==> src/rtl/rbd_pkg.sv <==
package rbd_pkg;

    localparam int NUM_ROWS    = 4;
    localparam int ROW_W       = $clog2(NUM_ROWS);
    localparam int BND_W       = 8;
    localparam int ADDR_W      = 31;
    localparam int LIMIT_SHIFT = 24;
    localparam int TAG_W       = ADDR_W - LIMIT_SHIFT;
    localparam int CMP_W       = (TAG_W > BND_W) ? TAG_W : BND_W;

    typedef logic [BND_W-1:0]  bnd_t;
    typedef logic [TAG_W-1:0]  tag_t;
    typedef logic [ROW_W-1:0]  row_t;
    typedef logic [NUM_ROWS-1:0] cs_t;

    typedef struct packed {
        cs_t  cs;
        row_t row;
        logic miss;
    } decode_t;

    // Larger of two boundaries: keeps the limit chain non-decreasing.
    function automatic bnd_t bnd_max(bnd_t a, bnd_t b);
        return (a > b) ? a : b;
    endfunction

    // The limit has zero low bits, so a compare of the upper bits is exact.
    function automatic logic tag_below(tag_t tag, bnd_t lim);
        logic [CMP_W-1:0] t;
        logic [CMP_W-1:0] l;
        t = CMP_W'(tag);
        l = CMP_W'(lim);
        return t < l;
    endfunction

endpackage

==> src/rtl/rbd_bound_regs.sv <==
module rbd_bound_regs
    import rbd_pkg::*;
(
    input  logic       clk,
    input  logic       rst,
    input  logic       cfg_we,
    input  row_t       cfg_sel,
    input  bnd_t       cfg_wdata,
    output bnd_t       eff_lim [NUM_ROWS]
);

    bnd_t raw_bnd [NUM_ROWS];

    for (genvar i = 0; i < NUM_ROWS; i++) begin : g_row
        always_ff @(posedge clk) begin
            if (rst) begin
                raw_bnd[i] <= '0;
            end else if (cfg_we && (cfg_sel == row_t'(i))) begin
                raw_bnd[i] <= cfg_wdata;
            end
        end

        if (i == 0) begin : g_first
            assign eff_lim[i] = raw_bnd[i];
        end else begin : g_chain
            // a decreasing boundary collapses onto the previous limit
            assign eff_lim[i] = bnd_max(eff_lim[i-1], raw_bnd[i]);
        end
    end

    // after a reset cycle every limit is zero, so all rows are empty
    assert_reset_empty_R9: assert property (@(posedge clk)
        rst |=> (eff_lim[NUM_ROWS-1] == '0));

endmodule

==> src/rtl/rbd_row_match.sv <==
module rbd_row_match
    import rbd_pkg::*;
(
    input  tag_t    tag,
    input  bnd_t    eff_lim [NUM_ROWS],
    output decode_t result
);

    logic [NUM_ROWS-1:0] below;
    cs_t                 cs;

    for (genvar i = 0; i < NUM_ROWS; i++) begin : g_cmp
        assign below[i] = tag_below(tag, eff_lim[i]);
        if (i == 0) begin : g_first
            assign cs[i] = below[i];
        end else begin : g_rest
            // row i is hit only above the previous limit
            assign cs[i] = below[i] & ~below[i-1];
        end
    end

    always_comb begin
        result.cs   = cs;
        result.miss = ~below[NUM_ROWS-1];
        result.row  = '0;
        for (int i = 0; i < NUM_ROWS; i++) begin
            if (cs[i]) begin
                result.row = row_t'(i);
            end
        end
    end

endmodule

==> src/rtl/rbd_top.sv <==
module rbd_top
    import rbd_pkg::*;
(
    input  logic              clk,
    input  logic              rst,
    input  logic              cfg_we,
    input  logic [ROW_W-1:0]  cfg_sel,
    input  logic [BND_W-1:0]  cfg_wdata,
    input  logic              req_valid,
    input  logic [ADDR_W-1:0] req_addr,
    output logic              rsp_valid,
    output logic [NUM_ROWS-1:0] rsp_cs,
    output logic [ROW_W-1:0]  rsp_row,
    output logic              rsp_miss
);

    bnd_t    eff_lim [NUM_ROWS];
    decode_t dec_now;
    decode_t dec_q;

    rbd_bound_regs u_regs (
        .clk       (clk),
        .rst       (rst),
        .cfg_we    (cfg_we),
        .cfg_sel   (cfg_sel),
        .cfg_wdata (cfg_wdata),
        .eff_lim   (eff_lim)
    );

    rbd_row_match u_match (
        .tag     (req_addr[ADDR_W-1:LIMIT_SHIFT]),
        .eff_lim (eff_lim),
        .result  (dec_now)
    );

    always_ff @(posedge clk) begin
        if (rst) begin
            rsp_valid <= 1'b0;
            dec_q     <= '0;
        end else begin
            rsp_valid <= req_valid;
            dec_q     <= req_valid ? dec_now : '0;
        end
    end

    assign rsp_cs   = dec_q.cs;
    assign rsp_row  = dec_q.row;
    assign rsp_miss = dec_q.miss;

    // one-cycle latency, idle cycles carry a zero result
    assert_valid_follow_R8: assert property (@(posedge clk) disable iff (rst)
        req_valid |=> rsp_valid);
    assert_idle_zero_R8: assert property (@(posedge clk) disable iff (rst)
        !req_valid |=> (!rsp_valid && rsp_cs == '0 && !rsp_miss && rsp_row == '0));

    // one-hot select that agrees with the row index
    assert_cs_onehot_R7: assert property (@(posedge clk) disable iff (rst)
        $onehot0(rsp_cs));
    assert_cs_row_R7: assert property (@(posedge clk) disable iff (rst)
        (rsp_valid && !rsp_miss) |-> (rsp_cs == (cs_t'(1) << rsp_row)));

    // a miss drives no chip select; a valid hit always drives one
    assert_miss_no_cs_R6: assert property (@(posedge clk) disable iff (rst)
        rsp_miss |-> (rsp_cs == '0 && rsp_row == '0));
    assert_hit_has_cs_R6: assert property (@(posedge clk) disable iff (rst)
        (rsp_valid && !rsp_miss) |-> $countones(rsp_cs) == 1);

    // an empty row is never selected
    for (genvar i = 0; i < NUM_ROWS; i++) begin : g_chk
        if (i == 0) begin : g_first
            assert_empty_row_R4: assert property (@(posedge clk) disable iff (rst)
                (rsp_valid && rsp_cs[i] && !$past(rst)) |-> ($past(eff_lim[i]) != '0));
        end else begin : g_rest
            assert_empty_row_R4: assert property (@(posedge clk) disable iff (rst)
                (rsp_valid && rsp_cs[i] && !$past(rst)) |->
                    ($past(eff_lim[i]) != $past(eff_lim[i-1])));
        end
    end

endmodule

==> config.mk <==
export PLATFORM = sky130hd
export DESIGN_NAME = rbd_top
export DESIGN_NICKNAME = d
export VERILOG_FILES = /design/src/rtl/rbd_pkg.sv /design/src/rtl/rbd_bound_regs.sv /design/src/rtl/rbd_row_match.sv /design/src/rtl/rbd_top.sv
export SDC_FILE = /design/constraint.sdc
export NUM_CORES = 1
export LEC_CHECK = 0
export BUFFER_PORTS_ARGS = -buffer_cell sky130_fd_sc_hd__buf_2
export CAP_MARGIN = 20
export CORE_MARGIN = 5
export CORE_UTILIZATION = 62
export DETAILED_ROUTE_END_ITERATION = 16
export PLACE_DENSITY = 0.87
export SETUP_SLACK_MARGIN = 0.02
export SYNTH_ARGS = -nofsm -noshare
export SYNTH_HDL_FRONTEND = slang
export SYNTH_SLANG_ARGS = --single-unit
==> constraint.sdc <==
create_clock -name clk -period 14.2 [get_ports clk]
set_clock_uncertainty 0.05 [all_clocks]
set_input_delay 0 -clock clk [delete_from_list [all_inputs] [get_ports clk]]
set_output_delay 0 -clock clk [all_outputs]
set_load 0.01 [all_outputs]
; After elaboration in Yosys (flattened, before gate mapping)
; Memories as Yosys holds them, arrays and structs flattened.
; Cells that the tools add are included.
[word_totals]
regBits = 8
mem_bits_rw = 32
input_bits = 45
output_inout_bits = 8
word_cells = 57
memories = 1
[classes]
n_lt_le_gt_ge = 7
eq_ne = 3
muxes = 24
bitwise_logic = 12
n_reduce_logical = 6
[mem_list]
columns = name, words, word_bits, read_ports, rd_ports_with_merged_regs, wr, line
row1 = u_regs.raw_bnd, 4, 8, 4, 0, 4, rbd_bound_regs.sv:12  ; bnd_t raw_bnd [NUM_ROWS];
[op_table]
columns = cell, count
row1 = $mux 8, 7
row2 = $lt 7x8->1, 4
row3 = $gt 8x8->1, 3
row4 = $mux 1, 15
row5 = $not 1->1, 5
row6 = $eq 2x2->1 const B, 2
row7 = $logic_and 1x1->1, 4
row8 = $mux 2, 2
row9 = $or 1x1->1, 4
row10 = $and 1x1->1, 3
row11 = $eq 2x1->1 const B, 1
row12 = $logic_not 2->1, 1
row13 = $reduce_or 2->1, 1

; Logic depth before layout (Yosys ltp)
; An unclocked memory read counts as a cell.
[logic_depth]
ltp_word = 10
mapped_depth = 30
depth_no_buf = 28

; Hierarchy
; A second synthesis with hierarchy kept.
[unflattened]
cells_unflattened = 308
area_unflattened_um2 = 3178.0
[modules_own_cells]
columns = module, n_inst, cells_each, area_each_um2, seq_area_each_um2
row1 = rbd_bound_regs, 1, 200, 2285.9, 960.9
row2 = rbd_row_match, 1, 92, 664.4, 0.0
row3 = rbd_top, 1, 16, 227.7, 160.2

; Worst setup path after synthesis
; No wires, ideal clock.
[synth_path]
kind = flip-flop to flip-flop
from = mem u_regs.raw_bnd[0][7] (netlist name)
to = reg dec_q (netlist bit rsp_row[1])
setup_ns = 0.058
arrival_ns = 5.973
required_ns = 14.092
slack_ns = 8.119
stages_incl_launch_ff = 28
n_path_buf = 2
synth_period_minus_slack_ns = 6.081
cell_sequence = edfxtp_1 -> ha_1 -> and4_1 -> nand2_1 -> o211ai_2 -> buf_6 -> and2_2 -> o21ai_0 -> ha_1 -> a211oi_2 -> nor2_1 -> o31a_1 -> and2_4 -> buf_6 -> mux2_2 -> ha_1 -> nor2b_1 -> o211ai_1 -> a21oi_1 -> o21ai_2 -> mux2i_1 -> ha_1 -> a2111oi_0 -> nand2b_1 -> or4_1 -> a31oi_1 -> a31o_2 -> mux2_4
[synth_lines]
columns = element, line
row1 = "start, declared", rbd_bound_regs.sv:12
row2 = "end signal, assigned", rbd_top.sv:42  ; dec_q <= req_valid ? dec_now : '0;
row3 = "end, declared", rbd_top.sv:19  ; decode_t dec_q;

==> flow_summary.html <==
<table>
<tr><th>Metric</th><th>Value</th></tr>
<tr><th colspan="2">Status</th></tr>
<tr><td>Status</td><td>finished clean</td></tr>
<tr><th colspan="2">Floorplan</th></tr>
<tr><td>DIE AREA</td><td>about 0.0066 mm^2</td></tr>
<tr><td>Core Footprint</td><td>0.00501 mm^2</td></tr>
<tr><td>Die Ht</td><td>81.4 um</td></tr>
<tr><td>I/O Pins</td><td>53</td></tr>
<tr><td>Initial Util</td><td>0.630</td></tr>
<tr><td>Cell Rows</td><td>26</td></tr>
<tr><td>Horizontal die dimension</td><td>81.4 um</td></tr>
<tr><th colspan="2">Cells and area</th></tr>
<tr><td>Share of post-route cells with drive strength above 1</td><td>0.171</td></tr>
<tr><td>Layout fillers</td><td>about 390</td></tr>
<tr><td>Final #Nets</td><td>438</td></tr>
<tr><td>Sequential cell area</td><td>between 0.001 and 0.0015 mm^2</td></tr>
<tr><td>Area overhead of the layout relative to synthesis</td><td>9.71%</td></tr>
<tr><td>Share of the core filled with cells</td><td>0.691</td></tr>
<tr><td>Area of the multi-input gates</td><td>between 0.0015 and 0.002 mm^2</td></tr>
<tr><td>Number of antenna repair diodes</td><td>0</td></tr>
<tr><th colspan="2">Hold path</th></tr>
<tr><td>Worst hold start</td><td>cfg_wdata[3]</td></tr>
<tr><td>Hold Path Cell Cnt</td><td>2</td></tr>
<tr><td>HP Class</td><td>input port to flop</td></tr>
<tr><td>Hold path endpoint</td><td>u_regs.raw_bnd[1][3]</td></tr>
<tr><th colspan="2">Clock network</th></tr>
<tr><td>Number of clock buffers inserted by TritonCTS</td><td>5</td></tr>
<tr><td>Count of H-tree levels built during CTS</td><td>2</td></tr>
<tr><td>Deepest clock path buffer count</td><td>2</td></tr>
<tr><td>Worst-Skew Late Latency</td><td>0.29 ns</td></tr>
<tr><td>Count of clock tree sinks</td><td>40</td></tr>
<tr><td>Clk Tree Root Cell</td><td>sky130_fd_sc_hd__clkbuf_8</td></tr>
<tr><td># Post-CTS Setup Buffers</td><td>0</td></tr>
<tr><td># resized after CTS</td><td>0</td></tr>
<tr><td>CTS tree</td><td>yes</td></tr>
<tr><td>Clock Pin Slew Worst Setup and Hold Paths</td><td>0.08 ns</td></tr>
<tr><th colspan="2">Job</th></tr>
<tr><td>Max-Cap Viols</td><td>0</td></tr>
<tr><th colspan="2">Pwr</th></tr>
<tr><td>Max VDD drop</td><td>80.0 uV</td></tr>
<tr><td>Part of the power in registers</td><td>0.357</td></tr>
<tr><td>Proportion of power drawn by the clock network</td><td>0.193</td></tr>
<tr><td>Internal Pwr Total</td><td>0.000250 W</td></tr>
<tr><td>Switching power total</td><td>0.000149 W</td></tr>
<tr><td>Fraction of power spent switching nets</td><td>0.373</td></tr>
<tr><td>Logic pwr share</td><td>0.450</td></tr>
<tr><td>Power density normalized to cell area</td><td>115 mW/mm^2</td></tr>
<tr><td>Leakage</td><td>1.61 nW</td></tr>
<tr><th colspan="2">Synthesis</th></tr>
<tr><td>Yosys warning count</td><td>0</td></tr>
<tr><td>Post-synthesis cell count</td><td>311</td></tr>
<tr><td>Mean area per synthesized cell</td><td>10.2 um^2</td></tr>
<tr><td>Number of nets produced by synthesis</td><td>404</td></tr>
<tr><td>Top cells by count, synth</td><td>48 x sky130_fd_sc_hd__ha_1, 44 x sky130_fd_sc_hd__inv_1, 36 x sky130_fd_sc_hd__and2_1</td></tr>
<tr><td>Synth area leaders</td><td>sky130_fd_sc_hd__edfxtp_1 30%, sky130_fd_sc_hd__ha_1 19%, sky130_fd_sc_hd__and2_1 7.1%</td></tr>
<tr><td>FFs w/ async S/R, synth</td><td>0</td></tr>
<tr><td>Number of synthesized register bits</td><td>40</td></tr>
<tr><td>Post-synth top area share</td><td>0.304</td></tr>
<tr><td>Post-synth EDFFs</td><td>32</td></tr>
<tr><td>Fraction of the yosys area taken by sequential cells</td><td>0.355</td></tr>
<tr><td>Library cell occupying the most area in the post-synthesis netlist</td><td>sky130_fd_sc_hd__edfxtp_1</td></tr>
<tr><td>Ys flop type</td><td>sky130_fd_sc_hd__edfxtp_1</td></tr>
<tr><td>Netlist cell types</td><td>54</td></tr>
<tr><td>Cell Area, Synth</td><td>0.00316 mm^2</td></tr>
<tr><td>Most common cell in the netlist</td><td>sky130_fd_sc_hd__ha_1</td></tr>
<tr><th colspan="2">Placement</th></tr>
<tr><td>Final GP Congestion</td><td>about 0.84</td></tr>
<tr><td>Number of input and output port buffers inserted</td><td>28</td></tr>
<tr><td>HPWL Detailed</td><td>between 5 and 6 mm</td></tr>
<tr><th colspan="2">Global route</th></tr>
<tr><td>Number of antenna violations at the first check in global routing</td><td>0</td></tr>
<tr><td>Overflow left after global routing</td><td>0</td></tr>
<tr><td>Via count of the first global-routing pass</td><td>between 2000 and 2500</td></tr>
<tr><td>Wire length of the first global-routing pass</td><td>11.2 mm</td></tr>
<tr><td>Largest net degree at the start of global routing</td><td>14</td></tr>
<tr><td>Aggregate global-route resource usage</td><td>0.224</td></tr>
<tr><th colspan="2">Worst setup path</th></tr>
<tr><td>Worst R2R Setup Slack</td><td>between 7 and 8 ns</td></tr>
<tr><td>Critical Path Sink Type</td><td>flop</td></tr>
<tr><td>Worst-path maximum fanout</td><td>11</td></tr>
<tr><td>Data arrival time at the worst-slack endpoint</td><td>between 7 and 8 ns</td></tr>
<tr><td>Launching element type of the critical path</td><td>flop</td></tr>
<tr><td>Type of the worst setup path</td><td>flop to flop</td></tr>
<tr><td>Required time at the endpoint of the critical path</td><td>14.39 ns</td></tr>
<tr><td>Endpoint of the most critical register-to-register path</td><td>rsp_row[1]</td></tr>
<tr><td>Reg2Reg Launch Point</td><td>u_regs.raw_bnd[0][7]</td></tr>
<tr><td>Depth of the worst register-to-register path</td><td>25</td></tr>
<tr><th colspan="2">Drt</th></tr>
<tr><td>Total wire length after detailed routing</td><td>around 6.8 mm</td></tr>
<tr><td>Total DRC errors in the routed layout</td><td>0</td></tr>
<tr><td>Number of DRC violations after detailed-routing iteration 0</td><td>between 200 and 250</td></tr>
<tr><td>Routed WL per cell</td><td>16.3 um</td></tr>
<tr><td>Vias per inst</td><td>about 5.7</td></tr>
<tr><td>Iteration count of the initial detailed-routing pass</td><td>4</td></tr>
<tr><td>Total number of vias</td><td>2380</td></tr>
<tr><td>ANT nets after route</td><td>0</td></tr>
<tr><th colspan="2">Timing</th></tr>
<tr><td>Final setup vio count</td><td>0</td></tr>
<tr><td>TNS Setup</td><td>0 ns</td></tr>
<tr><td>Crit path time final</td><td>7.19 ns</td></tr>
<tr><td>Hold Violations, Final</td><td>0</td></tr>
<tr><td>Pins over their slew limit</td><td>0</td></tr>
<tr><td>Setup repair after global routing missed its margin</td><td>false</td></tr>
<tr><td>Slew @ Worst Pin</td><td>just under 0.7 ns</td></tr>
<tr><td>Highest achievable clock rate</td><td>0.139 GHz</td></tr>
<tr><td>Final period util</td><td>0.506</td></tr>
<tr><td>Remaining max-slew budget at the tightest pin</td><td>0.545</td></tr>
</table>
## power groups by stage
| stage | registers (W) | logic (W) | clock network [W] |
|---|---|---|---|
| 2_1_floorplan | 0.000144 | 0.000135 | 0 |
| 3_3_place_gp | 0.000144 | 0.000165 | 0 |
| 3_5_place_dp | 0.000145 | 0.000173 | 0 |
| 4_1_cts | 0.000142 | 0.000177 | 0.0000768 |
| 5_1_grt | 0.000143 | 0.000200 | 0.0000830 |
| 6_report | 0.000142 | 0.000179 | 0.0000769 |
## registers in the layout, indices dropped and copies added (netlist names)
name	count
u_regs.raw_bnd	32
rsp_cs	4
rsp_miss	1
rsp_valid	1
rsp_row	2
## per-layer routing
metal  track usage  wire [um]  vias to the layer above  share of wire
met4        0.0557         84                        0          0.012
met3        0.0410        352                       10          0.052
li1              -          -                     1189              -
met1         0.295       3090                     1108           0.46
met5             0          0                        -              0
met2         0.379       3230                       73           0.48
## critical path, cell delays in order, from the launching register on
cell and delay (ns):
sky130_fd_sc_hd__edfxtp_1 0.46, sky130_fd_sc_hd__ha_1 0.35, sky130_fd_sc_hd__and4_1 0.24, sky130_fd_sc_hd__nand2_1 0.10, sky130_fd_sc_hd__nand2_1 0.27, sky130_fd_sc_hd__and2_2 0.32, sky130_fd_sc_hd__o21ai_0 0.47, sky130_fd_sc_hd__ha_1 0.36
sky130_fd_sc_hd__and4_1 0.22, sky130_fd_sc_hd__nand2_1 0.09, sky130_fd_sc_hd__o31a_1 0.15, sky130_fd_sc_hd__and2_4 0.25, sky130_fd_sc_hd__mux2_2 0.39, sky130_fd_sc_hd__ha_1 0.30, sky130_fd_sc_hd__nor2b_1 0.14, sky130_fd_sc_hd__o211ai_1 0.20
sky130_fd_sc_hd__a21oi_1 0.13, sky130_fd_sc_hd__o21ai_2 0.45, sky130_fd_sc_hd__mux2i_1 0.30, sky130_fd_sc_hd__ha_1 0.28, sky130_fd_sc_hd__a2111oi_0 0.46, sky130_fd_sc_hd__nand2b_1 0.16, sky130_fd_sc_hd__or4_1 0.54, sky130_fd_sc_hd__a31oi_1 0.15
sky130_fd_sc_hd__a31o_2 0.17, sky130_fd_sc_hd__mux2_4 0.15
## repair_timing
item | in CTS | in global routing
hold buffers | 3 | 0
endpoints found under the hold margin | 7 | 0
endpoints found under the setup margin | 0 | 0
## per-stage QoR
step	hold slack [ns]	cell area (um^2)	power [W]	cells	setup slack [ns]
finish	0.00538	3460	0.000398	416	7.01
global route	0.00422	3460	0.000426	416	6.60
CTS	0.00273	3460	0.000396	416	7.10
detailed placement	0.291	3340	0.000318	405	7.26
global placement	0.286	3340	0.000309	405	7.44
floorplan	0.143	3160	0.000279	311	8.12
## layout by cell type (no fill, tap or decap), types with 5 or more instances in the layout
master | synthesis | layout
sky130_fd_sc_hd__ha_1 | 48 | 48
sky130_fd_sc_hd__mux2i_1 | 7 | 7
sky130_fd_sc_hd__buf_2 | 0 | 28
sky130_fd_sc_hd__a21oi_1 | 11 | 11
sky130_fd_sc_hd__edfxtp_1 | 32 | 32
sky130_fd_sc_hd__dfxtp_1 | 8 | 8
sky130_fd_sc_hd__nand3_1 | 8 | 8
sky130_fd_sc_hd__inv_1 | 44 | 44
sky130_fd_sc_hd__nor2_1 | 11 | 11
sky130_fd_sc_hd__a21o_1 | 5 | 5
sky130_fd_sc_hd__and2_1 | 36 | 36
sky130_fd_sc_hd__o21ai_0 | 13 | 13
sky130_fd_sc_hd__mux2_2 | 6 | 6
sky130_fd_sc_hd__nand2_1 | 12 | 12
sky130_fd_sc_hd__clkbuf_8 | 1 | 5
## cell families (layout without fill, tap and decap cells)
group,Yosys count,count (layout),share of synthesized area
and+or+nand+nor,94,94,0.175
AOI/OAI and AO/OA,67,67,0.166
adders and majority gates,48,48,0.190
buffers and inverters,48,83,0.0650
DFF,40,40,0.355
muxes,14,14,0.0484
## final cells by class
type | count | share of cell area
Multi-Input combinational cell | 223 | 0.529
Sequential cell | 40 | 0.324
Clock buffer | 6 | 0.0210
Tap cell | 70 | 0.0253
Clock inverter | 2 | 0.00470
Timing Repair Buffer | 31 | 0.0491
Inverter | 44 | 0.0477
## how the worst max path moves through the flow
stage	from	endpoint	slack, ns	depth (start not counted)
floorplan	u_regs.raw_bnd[0][7]	rsp_row[1]	8.12	27
global placement	u_regs.raw_bnd[0][7]	rsp_row[1]	7.44	24
detailed placement	u_regs.raw_bnd[0][7]	rsp_row[1]	7.26	25
CTS	u_regs.raw_bnd[0][7]	rsp_row[1]	7.10	25
global route	u_regs.raw_bnd[0][7]	rsp_row[1]	6.60	25
finish	u_regs.raw_bnd[0][7]	rsp_row[1]	7.01	25
Note: power is estimated with default switching activity, not from simulation.
